--- config.mk ---
export PLATFORM = sky130hd
export DESIGN_NAME = i2c_fifo_master
export DESIGN_NICKNAME = d
export VERILOG_FILES = /design/src/rtl/i2cseq_pkg.sv /design/src/rtl/i2cseq_fifo.sv /design/src/rtl/i2cseq_busmon.sv /design/src/rtl/i2c_fifo_master.sv
export SDC_FILE = /design/constraint.sdc
export NUM_CORES = 1
export LEC_CHECK = 0
export ABC_AREA = 1
export CORE_UTILIZATION = 50
export DETAILED_ROUTE_END_ITERATION = 8
export DONT_BUFFER_PORTS = 1
export MAX_ROUTING_LAYER = met4
export PLACE_DENSITY = 0.68
export SYNTH_ARGS = -nofsm -noshare
export SYNTH_HDL_FRONTEND = slang
export SYNTH_SLANG_ARGS = --single-unit
--- constraint.sdc ---
create_clock -name clk -period 2.7 [get_ports clk]
set_input_delay 0.27 -clock clk [delete_from_list [all_inputs] [get_ports clk]]
set_output_delay 0.27 -clock clk [all_outputs]
set_load 0.01 [all_outputs]
--- src/rtl/i2cseq_pkg.sv ---
package i2cseq_pkg;
  localparam int BYTE_W = 8;
  localparam int CMD_POS = BYTE_W;   // tag bit of a transmit entry
  typedef enum logic [2:0] {
    S_IDLE, S_START, S_BIT, S_NEXT, S_RSTART, S_STOP
  } seq_state_t;
endpackage

--- src/rtl/i2cseq_fifo.sv ---
module i2cseq_fifo #(
  parameter int W = 9,
  parameter int DEPTH = 8
) (
  input  logic         clk,
  input  logic         rst_n,
  input  logic         clr,
  input  logic         in_valid,
  output logic         in_ready,
  input  logic [W-1:0] in_data,
  output logic         out_valid,
  input  logic         out_ready,
  output logic [W-1:0] out_data,
  output logic         full
);
  localparam int AW = (DEPTH > 1) ? $clog2(DEPTH) : 1;
  localparam logic [AW:0] FULL_CNT = (AW+1)'(DEPTH);
  localparam logic [AW-1:0] LAST = AW'(DEPTH-1);

  logic [W-1:0] mem [DEPTH];
  logic [AW-1:0] wp, rp;
  logic [AW:0] cnt;
  logic push, pop;

  assign full      = (cnt == FULL_CNT);
  assign in_ready  = !full;
  assign out_valid = (cnt != '0);
  assign out_data  = mem[rp];
  assign push      = in_valid && in_ready;
  assign pop       = out_valid && out_ready;

  always_ff @(posedge clk) begin
    if (push) mem[wp] <= in_data;
  end

  always_ff @(posedge clk or negedge rst_n) begin
    if (!rst_n) begin
      wp <= '0; rp <= '0; cnt <= '0;
    end else if (clr) begin
      wp <= '0; rp <= '0; cnt <= '0;
    end else begin
      if (push) wp <= (wp == LAST) ? '0 : wp + 1'b1;
      if (pop)  rp <= (rp == LAST) ? '0 : rp + 1'b1;
      cnt <= cnt + (AW+1)'(push) - (AW+1)'(pop);
    end
  end

  // occupancy never passes the depth
  p_no_overflow_r2: assert property (@(posedge clk) disable iff (!rst_n)
    cnt <= FULL_CNT);
endmodule

--- src/rtl/i2cseq_busmon.sv ---
module i2cseq_busmon (
  input  logic clk,
  input  logic rst_n,
  input  logic scl_in,
  input  logic sda_in,
  output logic busy,
  output logic stop_seen
);
  logic scl_q, sda_q, start_det, stop_det;

  assign start_det = scl_in && scl_q && sda_q && !sda_in;
  assign stop_det  = scl_in && scl_q && !sda_q && sda_in;

  always_ff @(posedge clk or negedge rst_n) begin
    if (!rst_n) begin
      scl_q <= 1'b1; sda_q <= 1'b1; busy <= 1'b0; stop_seen <= 1'b0;
    end else begin
      scl_q <= scl_in;
      sda_q <= sda_in;
      if (start_det) begin busy <= 1'b1; stop_seen <= 1'b0; end
      else if (stop_det) begin busy <= 1'b0; stop_seen <= 1'b1; end
    end
  end

  // a STOP never leaves the bus flagged busy
  p_stop_frees_r9: assert property (@(posedge clk) disable iff (!rst_n)
    stop_seen && !$past(stop_seen) |-> !busy);
endmodule

--- src/rtl/i2c_fifo_master.sv ---
module i2c_fifo_master
  import i2cseq_pkg::*;
#(
  parameter int FIFO_DEPTH = 8,
  parameter int CNT_W = 8
) (
  input  logic             clk,
  input  logic             rst_n,
  input  logic             tick,
  input  logic             ctrl_we,
  input  logic [3:0]       ctrl_wdata,
  input  logic [CNT_W-1:0] rx_count,
  input  logic             tx_valid,
  output logic             tx_ready,
  input  logic [8:0]       tx_data,
  output logic             rx_valid,
  input  logic             rx_ready,
  output logic [7:0]       rx_data,
  input  logic             clr_tx,
  input  logic             clr_rx,
  input  logic             bus_reset,
  input  logic             scl_in,
  input  logic             sda_in,
  output logic             scl_oe,
  output logic             sda_oe,
  output logic             ev_noack,
  output logic             ev_arb_lost,
  output logic             st_dev_busy,
  output logic             st_stop_seen,
  output logic             st_bus_busy,
  output logic             st_rx_full,
  output logic             st_rx_nempty,
  output logic             st_tx_nfull,
  output logic             st_tx_empty
);
  localparam int TXW = BYTE_W + 1;

  seq_state_t state;
  logic [1:0] q;
  logic [3:0] bitn;
  logic [BYTE_W-1:0] shreg;
  logic [CNT_W-1:0] remaining;
  logic master_en, start_pend, stop_pend, nack_pend;
  logic rd_mode, is_addr, cnt_mode, rx_more, ack_bit, peer_nak;
  logic scl_low, sda_low;

  logic [TXW-1:0] tx_head;
  logic tx_have, tx_pop, tx_full, rx_full, rx_in_ready, rx_push;
  logic adv, receiving, go, load_cmd, byte_end;
  logic nxt_read, nxt_data, nxt_rs, nxt_stop, rd_busy;

  i2cseq_fifo #(.W(TXW), .DEPTH(FIFO_DEPTH)) u_txq (
    .clk, .rst_n, .clr(clr_tx), .in_valid(tx_valid), .in_ready(tx_ready),
    .in_data(tx_data), .out_valid(tx_have), .out_ready(tx_pop),
    .out_data(tx_head), .full(tx_full));

  i2cseq_fifo #(.W(BYTE_W), .DEPTH(FIFO_DEPTH)) u_rxq (
    .clk, .rst_n, .clr(clr_rx), .in_valid(rx_push), .in_ready(rx_in_ready),
    .in_data(shreg), .out_valid(rx_valid), .out_ready(rx_ready),
    .out_data(rx_data), .full(rx_full));

  i2cseq_busmon u_mon (
    .clk, .rst_n, .scl_in, .sda_in, .busy(st_bus_busy), .stop_seen(st_stop_seen));

  // sequencing decisions
  always_comb begin
    adv       = tick && !(q == 2'd2 && !scl_in);   // wait out clock stretching
    receiving = rd_mode && !is_addr;
    rd_busy   = rd_mode && rx_more;
    go        = (state == S_IDLE) && master_en && start_pend && tx_have && tx_head[CMD_POS];
    load_cmd  = adv && (q == 2'd3) && (state == S_START || state == S_RSTART);
    nxt_read  = (state == S_NEXT) && rd_busy && !rx_full;
    nxt_rs    = (state == S_NEXT) && !rd_busy && tx_have && tx_head[CMD_POS];
    nxt_data  = (state == S_NEXT) && !rd_busy && tx_have && !tx_head[CMD_POS] && !rd_mode;
    nxt_stop  = (state == S_NEXT) && !rd_busy && !nxt_rs && !nxt_data && stop_pend;
    byte_end  = (state == S_BIT) && adv && (q == 2'd3) && (bitn == 4'd8);
    rx_push   = byte_end && receiving;
    tx_pop    = load_cmd || nxt_data;
  end

  always_ff @(posedge clk or negedge rst_n) begin
    if (!rst_n) begin
      state <= S_IDLE; q <= '0; bitn <= '0; shreg <= '0; remaining <= '0;
      master_en <= 1'b0; start_pend <= 1'b0; stop_pend <= 1'b0; nack_pend <= 1'b0;
      rd_mode <= 1'b0; is_addr <= 1'b0; cnt_mode <= 1'b0; rx_more <= 1'b0;
      ack_bit <= 1'b0; peer_nak <= 1'b0; scl_low <= 1'b0; sda_low <= 1'b0;
      ev_noack <= 1'b0; ev_arb_lost <= 1'b0;
    end else begin
      ev_noack <= 1'b0;
      ev_arb_lost <= 1'b0;
      if (ctrl_we) begin
        master_en <= ctrl_wdata[3];
        if (ctrl_wdata[2]) start_pend <= 1'b1;
        if (ctrl_wdata[1]) stop_pend <= 1'b1;
        if (ctrl_wdata[0]) nack_pend <= 1'b1;
      end
      if (bus_reset) begin
        state <= S_IDLE; q <= '0; scl_low <= 1'b0; sda_low <= 1'b0; rx_more <= 1'b0;
        start_pend <= 1'b0; stop_pend <= 1'b0; nack_pend <= 1'b0;
      end else begin
        unique case (state)
          S_IDLE: begin
            scl_low <= 1'b0; sda_low <= 1'b0; q <= '0;
            if (go) state <= S_START;
          end
          S_START, S_RSTART: if (adv) begin
            q <= q + 2'd1;
            case (q)
              2'd0: if (state == S_RSTART) sda_low <= 1'b0;
              2'd1: if (state == S_START) sda_low <= 1'b1; else scl_low <= 1'b0;
              2'd2: if (state == S_START) scl_low <= 1'b1; else sda_low <= 1'b1;
              default: scl_low <= 1'b1;
            endcase
          end
          S_BIT: if (adv) begin
            q <= q + 2'd1;
            case (q)
              2'd0: sda_low <= (bitn == 4'd8) ? (receiving && !ack_bit)
                                               : (!receiving && !shreg[BYTE_W-1]);
              2'd1: scl_low <= 1'b0;
              2'd2: if (bitn != 4'd8) begin
                if (!receiving && shreg[BYTE_W-1] && !sda_in) begin
                  ev_arb_lost <= 1'b1; state <= S_IDLE; q <= '0;
                  scl_low <= 1'b0; sda_low <= 1'b0;
                  start_pend <= 1'b0; stop_pend <= 1'b0;
                end else shreg <= {shreg[BYTE_W-2:0], sda_in};
              end else peer_nak <= sda_in;
              default: begin
                scl_low <= 1'b1;
                if (bitn != 4'd8) bitn <= bitn + 4'd1;
                else begin
                  is_addr <= 1'b0;
                  state <= S_NEXT;
                  if (!receiving && peer_nak) begin
                    ev_noack <= 1'b1; state <= S_STOP; rx_more <= 1'b0;
                  end else if (is_addr) rx_more <= rd_mode;
                  else if (receiving) rx_more <= !ack_bit;
                end
              end
            endcase
          end
          S_NEXT: begin
            if (nxt_read) begin
              bitn <= '0; q <= '0; state <= S_BIT;
              if (cnt_mode) begin
                ack_bit <= (remaining == CNT_W'(1));
                remaining <= remaining - 1'b1;
              end else begin
                ack_bit <= nack_pend;
                if (nack_pend) nack_pend <= 1'b0;
              end
            end else if (nxt_data) begin
              shreg <= tx_head[BYTE_W-1:0]; bitn <= '0; q <= '0; state <= S_BIT;
            end else if (nxt_rs) begin
              state <= S_RSTART; q <= '0;
            end else if (nxt_stop) begin
              state <= S_STOP; q <= '0;
            end
          end
          S_STOP: if (adv) begin
            q <= q + 2'd1;
            case (q)
              2'd0: sda_low <= 1'b1;
              2'd1: scl_low <= 1'b0;
              2'd2: sda_low <= 1'b0;
              default: begin state <= S_IDLE; stop_pend <= 1'b0; start_pend <= 1'b0; end
            endcase
          end
          default: state <= S_IDLE;
        endcase
        if (load_cmd) begin
          shreg <= tx_head[BYTE_W-1:0]; is_addr <= 1'b1; rd_mode <= tx_head[0];
          remaining <= rx_count; cnt_mode <= (rx_count != '0); rx_more <= 1'b0;
          bitn <= '0; q <= '0; state <= S_BIT; start_pend <= 1'b0;
        end
      end
    end
  end

  assign scl_oe       = scl_low;
  assign sda_oe       = sda_low;
  assign st_dev_busy  = (state != S_IDLE);
  assign st_rx_full   = rx_full;
  assign st_rx_nempty = rx_valid;
  assign st_tx_nfull  = !tx_full;
  assign st_tx_empty  = !tx_have;

  // inside a byte, SDA moves only while SCL is pulled low
  p_sda_moves_low_r3: assert property (@(posedge clk) disable iff (!rst_n)
    (state == S_BIT && $past(state) == S_BIT && !$stable(sda_oe)) |-> scl_oe);
  // a missing ACK is followed by the STOP sequence
  p_noack_to_stop_r7: assert property (@(posedge clk) disable iff (!rst_n)
    ev_noack |-> (state == S_STOP));
  // arbitration loss leaves both lines released
  p_arb_release_r8: assert property (@(posedge clk) disable iff (!rst_n)
    ev_arb_lost |-> (!scl_oe && !sda_oe && !st_dev_busy));
  // a received byte always finds room
  p_rx_room_r12: assert property (@(posedge clk) disable iff (!rst_n)
    rx_push |-> rx_in_ready);
  // nothing is taken from an empty transmit queue
  p_tx_pop_valid_r2: assert property (@(posedge clk) disable iff (!rst_n)
    tx_pop |-> tx_have);
endmodule

# Word level (Yosys, flattened, before mapping)
# Memories as Yosys holds them, arrays and structs flattened.
# Cells that the tools add are included.
[classes]
add_sub_neg = 11
n_mul = 0
div = 0
order_cmp = 0
n_eq_ne = 56
n_shift = 0
mux = 147
bitwise_logic = 2
n_reduce_logical = 94
[ops]
columns = ["operator", "n"]
rows = [
  ["$mux W8", 11],
  ["$mux W3", 26],
  ["$mux W1", 77],
  ["$ne A4 B4 Y1 const B", 13],
  ["$ne A3 B3 Y1 const B", 13],
  ["$logic_and A1 B1 Y1", 38],
  ["$mux W4", 8],
  ["$mux W2", 11],
  ["$reduce_bool A2 Y1", 10],
  ["$eq A3 B3 Y1 const B", 6],
  ["$logic_not A1 Y1", 16],
  ["$pmux W8 S2", 1],
  ["$pmux W3 S5", 1],
  ["$reduce_and A5 Y1", 3],
  ["$add A3 B1 Y3 const B", 4],
  ["$eq A4 B4 Y1 const B", 3],
  ["$ne A4 B3 Y1 const B", 3],
  ["$reduce_and A12 Y1", 1],
  ["$reduce_bool A3 Y1", 4],
  ["$reduce_and A11 Y1", 1],
  ["$ne A5 B4 Y1 const B", 2],
  ["$ne A5 B5 Y1 const B", 2],
  ["$reduce_and A10 Y1", 1],
  ["$reduce_bool A5 Y1", 2],
  ["other kinds (36)", 53],
]
[totals]
reg_bits = 63
latch_bits = 0
ram_bits = 136
rom_bits = 0
input_bits = 32
out_inout_bits = 21
wordCells = 341
memories = 2
[mem_list]
columns = ["name", "words", "word_bits", "read_ports", "rd_clocked_by_memory_dff", "wr", "line", "source"]
rows = [
  ["u_txq.mem", 8, 9, 1, 0, 1, "i2cseq_fifo.sv:20", "logic [W-1:0] mem [DEPTH];"],
  ["u_rxq.mem", 8, 8, 1, 0, 1, "i2cseq_fifo.sv:20", ""],
]

# Longest topological paths before layout
# Gate-level depths: netlist of run 1.
[logic_depth]
ltp_word = 16
mapped_depth = 16
depth_no_buf = 16

# Modules after synthesis
# From an unflattened synthesis of run 1, not the netlist that was laid out.
[hier_totals]
hier_cells = 1174
hier_area_um2 = 10348.7
[by_module_without_submodules]
columns = ["mod", "instances", "cells_each", "area_each_um2", "seq_area_each_um2"]
rows = [
  ["i2cseq_fifo at u_txq", 1, 397, 3848.7, 2412.3],
  ["i2cseq_fifo at u_rxq", 1, 364, 3529.6, 2172.1],
  ["i2c_fifo_master", 1, 397, 2822.7, 975.9],
  ["i2cseq_busmon", 1, 16, 147.6, 102.6],
]

# Worst setup path before layout of run 1
# OpenSTA, ideal clock, no wires.
[synth_timing]
path_type = "flip-flop to flip-flop"
start = "register u_txq.cnt[2]"
end = "register u_txq.cnt[2]"
setup_ns = 0.123
t_arrival_ns = 2.729
required_ns = 2.577
setup_slack_ns = -0.153
path_stages_with_launch = 13
n_path_buf = 0
period_less_slack_ns = 2.853
path_cell_list = "dfrtp_1 > inv_1 > ha_1 > nor3b_1 > nor3_2 > a21oi_1 > nor2_1 > ha_1 > inv_1 > ha_1 > fa_1 > o21ai_0 > a21oi_1"
[synth_between]
elab_chain_cells = 8
elab_cells_between_ends = 12
classes_between = "2 x add/sub; 1 x eq/ne; 1 x mux; 8 x reduce/logical"
[synth_lines]
columns = ["item", "line", "source"]
rows = [
  ["start, declared", "i2cseq_fifo.sv:22", "logic [AW:0] cnt;"],
  ["start signal, assigned", "i2cseq_fifo.sv:44", "cnt <= cnt + (AW+1)'(push) - (AW+1)'(pop);"],
  ["branches (longest 6 deep; another with $add A4 B1 Y4)", "--", ""],
  ["$sub A4 B1 Y4 (*)", "i2cseq_fifo.sv:44", ""],
  ["$mux W4 (*)", "i2cseq_fifo.sv:39", "end else if (clr) begin"],
]
# Every way passes the cells marked *.
# A chain may end at the register's enable or synchronous reset.

# Worst setup path in the final report of run 1
[layout_timing]
start = "register q[0]"
end = "register u_txq.cnt[2]"
[layout_between]
elab_chain_cells = 10
elab_cells_between_ends = 11
classes_between = "1 x add/sub; 2 x eq/ne; 1 x mux; 7 x reduce/logical"
[layout_lines]
columns = ["item", "line", "source"]
rows = [
  ["start, declared", "i2c_fifo_master.sv:39", "logic [1:0] q;"],
  ["start signal, assigned", "i2c_fifo_master.sv:107", "q <= q + 2'd1;"],
  ["start signal, assigned", "i2c_fifo_master.sv:116", "q <= q + 2'd1;"],
  ["start signal, assigned", "i2c_fifo_master.sv:161", "q <= q + 2'd1;"],
  ["$eq A2 B2 Y1", "i2c_fifo_master.sv:67", "adv = tick && !(q == 2'd2 && !scl_in);"],
  ["$logic_and A1 B1 Y1", "i2c_fifo_master.sv:67", ""],
  ["$logic_not A1 Y1", "i2c_fifo_master.sv:67", ""],
  ["$logic_and A1 B1 Y1", "i2c_fifo_master.sv:67", ""],
  ["$logic_and A1 B1 Y1 (*) (2 in a row)", "i2c_fifo_master.sv:71", "load_cmd = adv && (q == 2'd3) && (state == S_START || state == S_RSTART);"],
  ["$logic_or A1 B1 Y1 (*)", "i2c_fifo_master.sv:78", "tx_pop = load_cmd || nxt_data;"],
  ["$logic_and A1 B1 Y1 (*)", "i2cseq_fifo.sv:30", "assign pop = out_valid && out_ready;"],
  ["$sub A4 B1 Y4 (*)", "i2cseq_fifo.sv:44", ""],
  ["$mux W4 (*)", "i2cseq_fifo.sv:39", ""],
]
# Mark *: on every way between the ends. The rest lies on a longest branch, timed or not.

==> impl_metrics.py, run 1 <==
metrics = {
    "status": {
        "status": "finished clean",
    },
    "worst_setup_path": {
        "critPathCaptureType": "register",
        "r2r_cells": 15,
        "path_class": "reg -> reg",
        "critPathLaunchType": "register",
        "worstPathRequired_ps": 3020,
        "ff2ff_setup_slack_ps": 140,
        "reg2reg_to": "u_txq.cnt[2]",
        "cp_max_fo": 5,
        "crit_arrival_ps": 2880,
        "timing.rr.start": "q[0]",
    },
    "floorplanning": {
        "boundaryPins": 53,
        "fp.dieW_um": 140,
        "die-area_mm2": 0.0196,
        "start_util": 0.510,
        "core_mm2": 0.0186,
        "die_h_um": 140,
        "core.rowCount": 50,
    },
    "clock_tree": {
        "postCtsSetupBuffers": 0,
        "cts_inserted_buffers": 17,
        "cts_buffer_depth": 2,
        "numClockSinks": 199,
        "root_buffer": "clkbuf_16",
        "clk_latency_ps": 440,
        "clk_pin_slew_ps": 80,
        "cts_max_level": 4,
        "tritoncts": "yes",
    },
    "route": {
        "num_vias": 6776,
        "wirelength_um": 20100,
        "drtAntennaViolNets": 0,
        "drc": 0,
        "drt_first_iter_violations": 607,
        "post_drt_via_cell_ratio": 5.50,
        "dr.pass1.iters": 5,
        "wl_per_cell_um": 16.3,
    },
    "synth": {
        "synth_edf_count": 136,
        "netlist_area_mm2": 0.00950,
        "syn_nets": 1002,
        "ys_warn_count": 0,
        "avgSynthCellArea_um2": 10.1,
        "synth_cell_type_count": 47,
        "synth_top_flop_cell": "edfxtp_1",
        "postSynth.asyncResetShare": 0.317,
        "seq_area_frac_synth": 0.596,
        "netlist_instances": 939,
        "synth_seq_cells": 199,
    },
    "timing": {
        "worst_pin_slew_ps": 683,
        "setup_tns_ps": 0,
        "finalCriticalPeriod_ps": 2560,
        "slew_violations": 0,
        "setup_viol": 0,
        "max_freq_mhz": 390,
        "slew_headroom": 0.544,
        "final_hold_viol_count": 0,
        "clock_skew_ps": 11.5,
        "rsz0062_at_grt": "no",
        "fin_crit_sh": 0.949,
    },
    "global_routing": {
        "grt_pass1_vias": 6578,
        "grt_max_degree": 64,
        "grt_overflow_total": 0,
        "grtUsageMet3": 0.0416,
        "grt.busiest_layer": "met2",
        "antenna_found_initial": 0,
        "use_met1": 0.300,
        "gr-usage-met2": 0.344,
        "grt_pass1_wl_um": 33100,
        "track_usage": 0.224,
    },
    "pwr": {
        "power_density_mw_per_mm2": 678,
        "ir_drop_mv": 0.477,
        "leakage_uw": 0.00434,
    },
    "job": {
        "maxCapViolCount": 0,
    },
    "layout": {
        "layout.nets": 1048,
        "final_core_util": 0.577,
        "final_common_cell": "nand2_1",
        "diodes": 0,
        "synthToLayoutAreaGrowth_pct": 13.1,
        "layout_common_cells": "142 x nand2_1, 136 x edfxtp_1, 119 x nor2_1",
        "drive_gt1_frac": 0.136,
        "fillers": 1575,
    },
    "hold_path": {
        "hold_start": "bus_reset",
        "hp-class": "in -> reg",
        "holdPathEnd": "state[2]",
        "hold_depth": 3,
    },
    "placed_design": {
        "dpl.hpwl_um": 13500,
        "port_buffers": 0,
        "place.gp.congestion": 0.926,
    },
}
metrics by stage:
stage	setup WS, ps	std cells	power, µW	instance area (µm²)	hold slack, ps
4_1_cts	40.9	1232	7340	10700	2.97
3_5_place_dp	2.76	1181	4800	9940	-23.8
6_report	139	1232	7290	10800	15.1
5_1_grt	5.90	1232	7660	10800	6.41
2_1_floorplan	15.8	939	4470	9510	-25.6
3_3_place_gp	48.4	1181	4770	9940	-23.6
how the worst max path moves through the flow:
stage | startpoint | end | slack (ps) | cells after the start
floorplan | q[0] | u_txq.cnt[2] | 20 | 15
global placement | q[0] | u_txq.cnt[2] | 50 | 15
detailed placement | q[0] | u_txq.cnt[2] | 3 | 15
CTS | q[0] | u_txq.cnt[2] | 40 | 15
global route | u_txq.rp[0] | u_txq.cnt[2] | 6 | 14
finish | q[0] | u_txq.cnt[2] | 140 | 15
report_power, final:
group / internal (µW) / total, µW / switching [µW]
combinational: 450 / 1310 / 863
clock: 1260 / 2490 / 1230
sequential: 3400 / 3480 / 82.2
total: 5110 / 7290 / 2180
layer usage:
metal  wire length [µm]  part of all wire  vias to the layer above
li1                   -                 -                     3332
met1               9260              0.46                     3220
met5                  0                 0                        -
met3               1080             0.054                       38
met4                354             0.018                        0
met2               9370              0.47                      186
cells by family after synthesis:
logic type / after synthesis / share of synthesized area
DFF: 199 / 0.596
AOI/OAI and AO/OA: 176 / 0.105
and+or+nand+nor: 402 / 0.199
adders and majority gates: 31 / 0.0424
muxes: 1 / 0.00118
xor gates and xnor gates: 3 / 0.00277
buffers and inverters: 127 / 0.0538
area by class of cell:
cell class	count	area, µm²	share of cell area
Clock buffer	18	439	0.0408
Clock inverter	14	148	0.0137
Inverter	97	364	0.0339
Multi-Input combinational cell	613	3350	0.312
Sequential cell	199	5660	0.527
Tap cell	234	293	0.0272
Timing Repair Buffer	57	493	0.0458
cell usage after synthesis, types with 11 or more instances:
cell type / number / area share
nand2_1: 143 / 0.056
edfxtp_1: 136 / 0.43
nor2_1: 121 / 0.048
o21ai_0: 98 / 0.052
inv_1: 80 / 0.032
nand3_1: 66 / 0.035
dfrtp_1: 61 / 0.16
ha_1: 29 / 0.038
a21oi_1: 22 / 0.012
clkbuf_1: 21 / 0.0083
nor3_1: 21 / 0.011
a31oi_1: 12 / 0.0079
inv_2: 12 / 0.0047
nand2_2: 11 / 0.0072
o22ai_1: 11 / 0.0072
worst max-delay path, stage by stage (launching register included):
cell and delay, ps:
dfrtp_1 380, inv_1 100, ha_1 200, inv_2 50, nor2_2 120, nor2_4 60, nand2_2 110, nor2_8 60
a21oi_2 130, nor2_2 60, ha_1 270, inv_1 40, ha_1 220, fa_1 420, o21ai_0 170, a21oi_1 50
flip-flops by register name, summed over array words and instances, names as in the netlist, 4 cells and up:
| name | count |
|---|---|
| bitn | 4 |
| remaining | 8 |
| shreg | 8 |
| u_rxq.cnt | 4 |
| u_rxq.mem | 64 |
| u_txq.cnt | 4 |
| u_txq.mem | 72 |
repair_timing:
item | in CTS | in global routing
gates resized for setup | 1 | 5
hold endpoints to repair | 151 | 0
endpoints found under the setup margin | 1 | 3
hold buffers | 19 | 0
Power figures use the tool's default switching activity.
==> run 2, diff against run 1 <==
--- a/config.mk
+++ b/config.mk
@@ -6,11 +6,12 @@
 export NUM_CORES = 1
 export LEC_CHECK = 0
 export ABC_AREA = 1
+export CORE_MARGIN = 1
 export CORE_UTILIZATION = 50
+export CTS_CLUSTER_DIAMETER = 60
 export DETAILED_ROUTE_END_ITERATION = 8
 export DONT_BUFFER_PORTS = 1
 export MAX_ROUTING_LAYER = met4
-export PLACE_DENSITY = 0.68
 export SYNTH_ARGS = -nofsm -noshare
 export SYNTH_HDL_FRONTEND = slang
 export SYNTH_SLANG_ARGS = --single-unit
==> constraint.sdc (replaced) <==
create_clock -name clk -period 3.19 [get_ports clk]
set_input_delay 0.319 -clock clk [delete_from_list [all_inputs] [get_ports clk]]
set_output_delay 0.319 -clock clk [all_outputs]
set_load 0.01 [all_outputs]
==> run 2 against run 1 <==
Fmax down 12%. Core utilization down 0.79 points. Setup slack improved by 150 ps. Register-to-register slack better by 150 ps. Clock power fell by 18%. Die area unchanged. Final cell count is 0.97% lower. Global-route usage decreased by 0.17 points. Critical path type unchanged. Largest cell class unchanged.
==> impl_metrics.py, run 2 (synthesis gave the netlist of run 1 again) <==
metrics = {
    "route": {
        "met2_length_um": 9490,
        "wl_per_cell_um": 16.6,
        "dr_wl_met3_um": 801,
        "drc": 0,
        "wl_met1_um": 9670,
        "post_drt_via_cell_ratio": 5.44,
        "drt_first_iter_violations": 434,
        "wirelength_um": 20200,
        "top_layer": "met4",
        "num_vias": 6639,
        "drtAntennaViolNets": 0,
        "dr.pass1.iters": 6,
    },
    "timing": {
        "worst_pin_slew_ps": 597,
        "slew_violations": 0,
        "fin_crit_sh": 0.911,
        "holdWs_ps": 43.3,
        "setup_tns_ps": 0,
        "finalCriticalPeriod_ps": 2910,
        "rsz0062_at_grt": "no",
        "setup_viol": 0,
        "clock_skew_ps": 12.4,
        "max_freq_mhz": 344,
        "final_hold_viol_count": 0,
        "slew_headroom": 0.602,
    },
    "global_routing": {
        "track_usage": 0.223,
        "grt_pass1_vias": 6348,
        "grt_overflow_total": 0,
        "grt_pass1_wl_um": 32400,
        "grt_max_degree": 64,
        "antenna_found_initial": 0,
    },
    "worst_setup_path": {
        "crit_arrival_ps": 3220,
        "startpoint": "q[0]",
        "timing.rr.start": "q[0]",
        "critPathLaunchType": "register",
        "ff2ff_setup_slack_ps": 280,
        "reg2reg_to": "u_txq.cnt[2]",
        "cp_max_fo": 9,
        "crit_path_end": "u_txq.cnt[2]",
        "path_class": "reg -> reg",
        "r2r_cells": 15,
        "critPathCaptureType": "register",
        "worstPathRequired_ps": 3500,
    },
    "clock_tree": {
        "tritoncts": "yes",
        "cts_buffer_depth": 2,
        "root_buffer": "clkbuf_16",
        "numClockSinks": 199,
        "clk_latency_ps": 430,
        "cts_max_level": 4,
        "clk_pin_slew_ps": 70,
        "postCtsSetupBuffers": 0,
        "cts_inserted_buffers": 17,
    },
    "layout": {
        "final_core_util": 0.569,
        "layout_common_cells": "143 x nand2_1, 136 x edfxtp_1, 120 x nor2_1",
        "diodes": 0,
        "layout.nets": 1036,
        "fin_cells": 1220,
        "top_regs": "u_txq.mem: 72 flops, u_rxq.mem: 64 flops",
        "fin_area_mm2": 0.0106,
        "fillers": 1622,
        "final_common_cell": "nand2_1",
        "synthToLayoutAreaGrowth_pct": 11.6,
        "largest_reg_flops": 72,
        "largest-register": "u_txq.mem",
        "drive_gt1_frac": 0.121,
    },
    "floorplanning": {
        "boundaryPins": 53,
        "core_mm2": 0.0186,
        "fp.dieW_um": 140,
        "core.rowCount": 50,
        "die_h_um": 140,
        "die-area_mm2": 0.0196,
        "start_util": 0.510,
    },
    "placed_design": {
        "dpl.hpwl_um": 13500,
        "place_inst": 1172,
        "place.gp.congestion": 0.914,
        "port_buffers": 0,
        "place_area_mm2": 0.00987,
    },
    "status": {
        "status": "finished clean",
    },
    "job": {
        "maxCapViolCount": 0,
    },
    "pwr": {
        "leakage_uw": 0.00426,
        "power_density_mw_per_mm2": 570,
        "ir_drop_mv": 0.417,
    },
    "hold_path": {
        "hp-class": "in -> reg",
    },
}
==> run 2: cell count changes in the layout (fill, tap and decap cells not counted), sizes merged <==
cell / previous run / this run
dlygate4sd3: 18 / 15
clkinvlp: 1 / 2
inv: 101 / 99
buf: 39 / 30
clkinv: 9 / 7
clkbuf: 18 / 21
==> run 2: area by class of cell <==
type	instances	area [µm²]	share of cell area
clock buffer	21	450	0.0425
clock inverter	11	109	0.0103
inverter	97	364	0.0343
multi-input combinational	613	3330	0.314
sequential	199	5660	0.534
tap	234	293	0.0276
timing repair buffer	45	395	0.0373
==> run 2: repair_timing <==
item,4_1_cts,5_1_grt
hold buffers,16,0
endpoints found under the setup margin,0,1
hold endpoints to repair,145,0
resized for setup,0,1
==> run 2: per-stage QoR <==
step           total power [µW]  worst slack (ps)
6_report                   6040               285
5_1_grt                    6330              6.19
4_1_cts                    6080               211
3_5_place_dp               4020               266
3_3_place_gp               4020               327
2_1_floorplan              3780               337
==> run 2: worst min-delay path by stage <==
stage,startpoint,end,slack (ps),cells past startpoint
2_1_floorplan,rst_n,ack_bit,20,0
5_1_grt,bus_reset,state[0],40,3
4_1_cts,bus_reset,state[0],30,3
3_3_place_gp,rst_n,u_rxq.rp[0],30,0
3_5_place_dp,rst_n,shreg[6],20,0
6_report,bus_reset,state[0],40,3
==> run 2: power by group <==
part | internal, µW | leakage [µW] | switching [µW]
sequential | 2880 | 0.00208 | 70.0
clock | 1050 | 0.000268 | 983
combinational | 347 | 0.00191 | 707
total | 4280 | 0.00426 | 1760
==> run 2: worst max-delay path, cell delays in order (launching register included) <==
cell     delay [ps]
dfrtp_1         430
inv_1           110
ha_1            190
inv_2            80
nor2_1          180
nor2_4           70
nand2_1         180
nor2_8          100
a21oi_1         190
nor2_2           80
ha_1            280
inv_1            40
ha_1            220
fa_1            410
o21ai_0         170
a21oi_1          60
==> run 2: layer usage <==
metal,track usage,up-vias
met5,-,-
met4,0.0682,0
met3,0.0303,22
met2,0.351,156
met1,0.300,3147
li1,-,3314
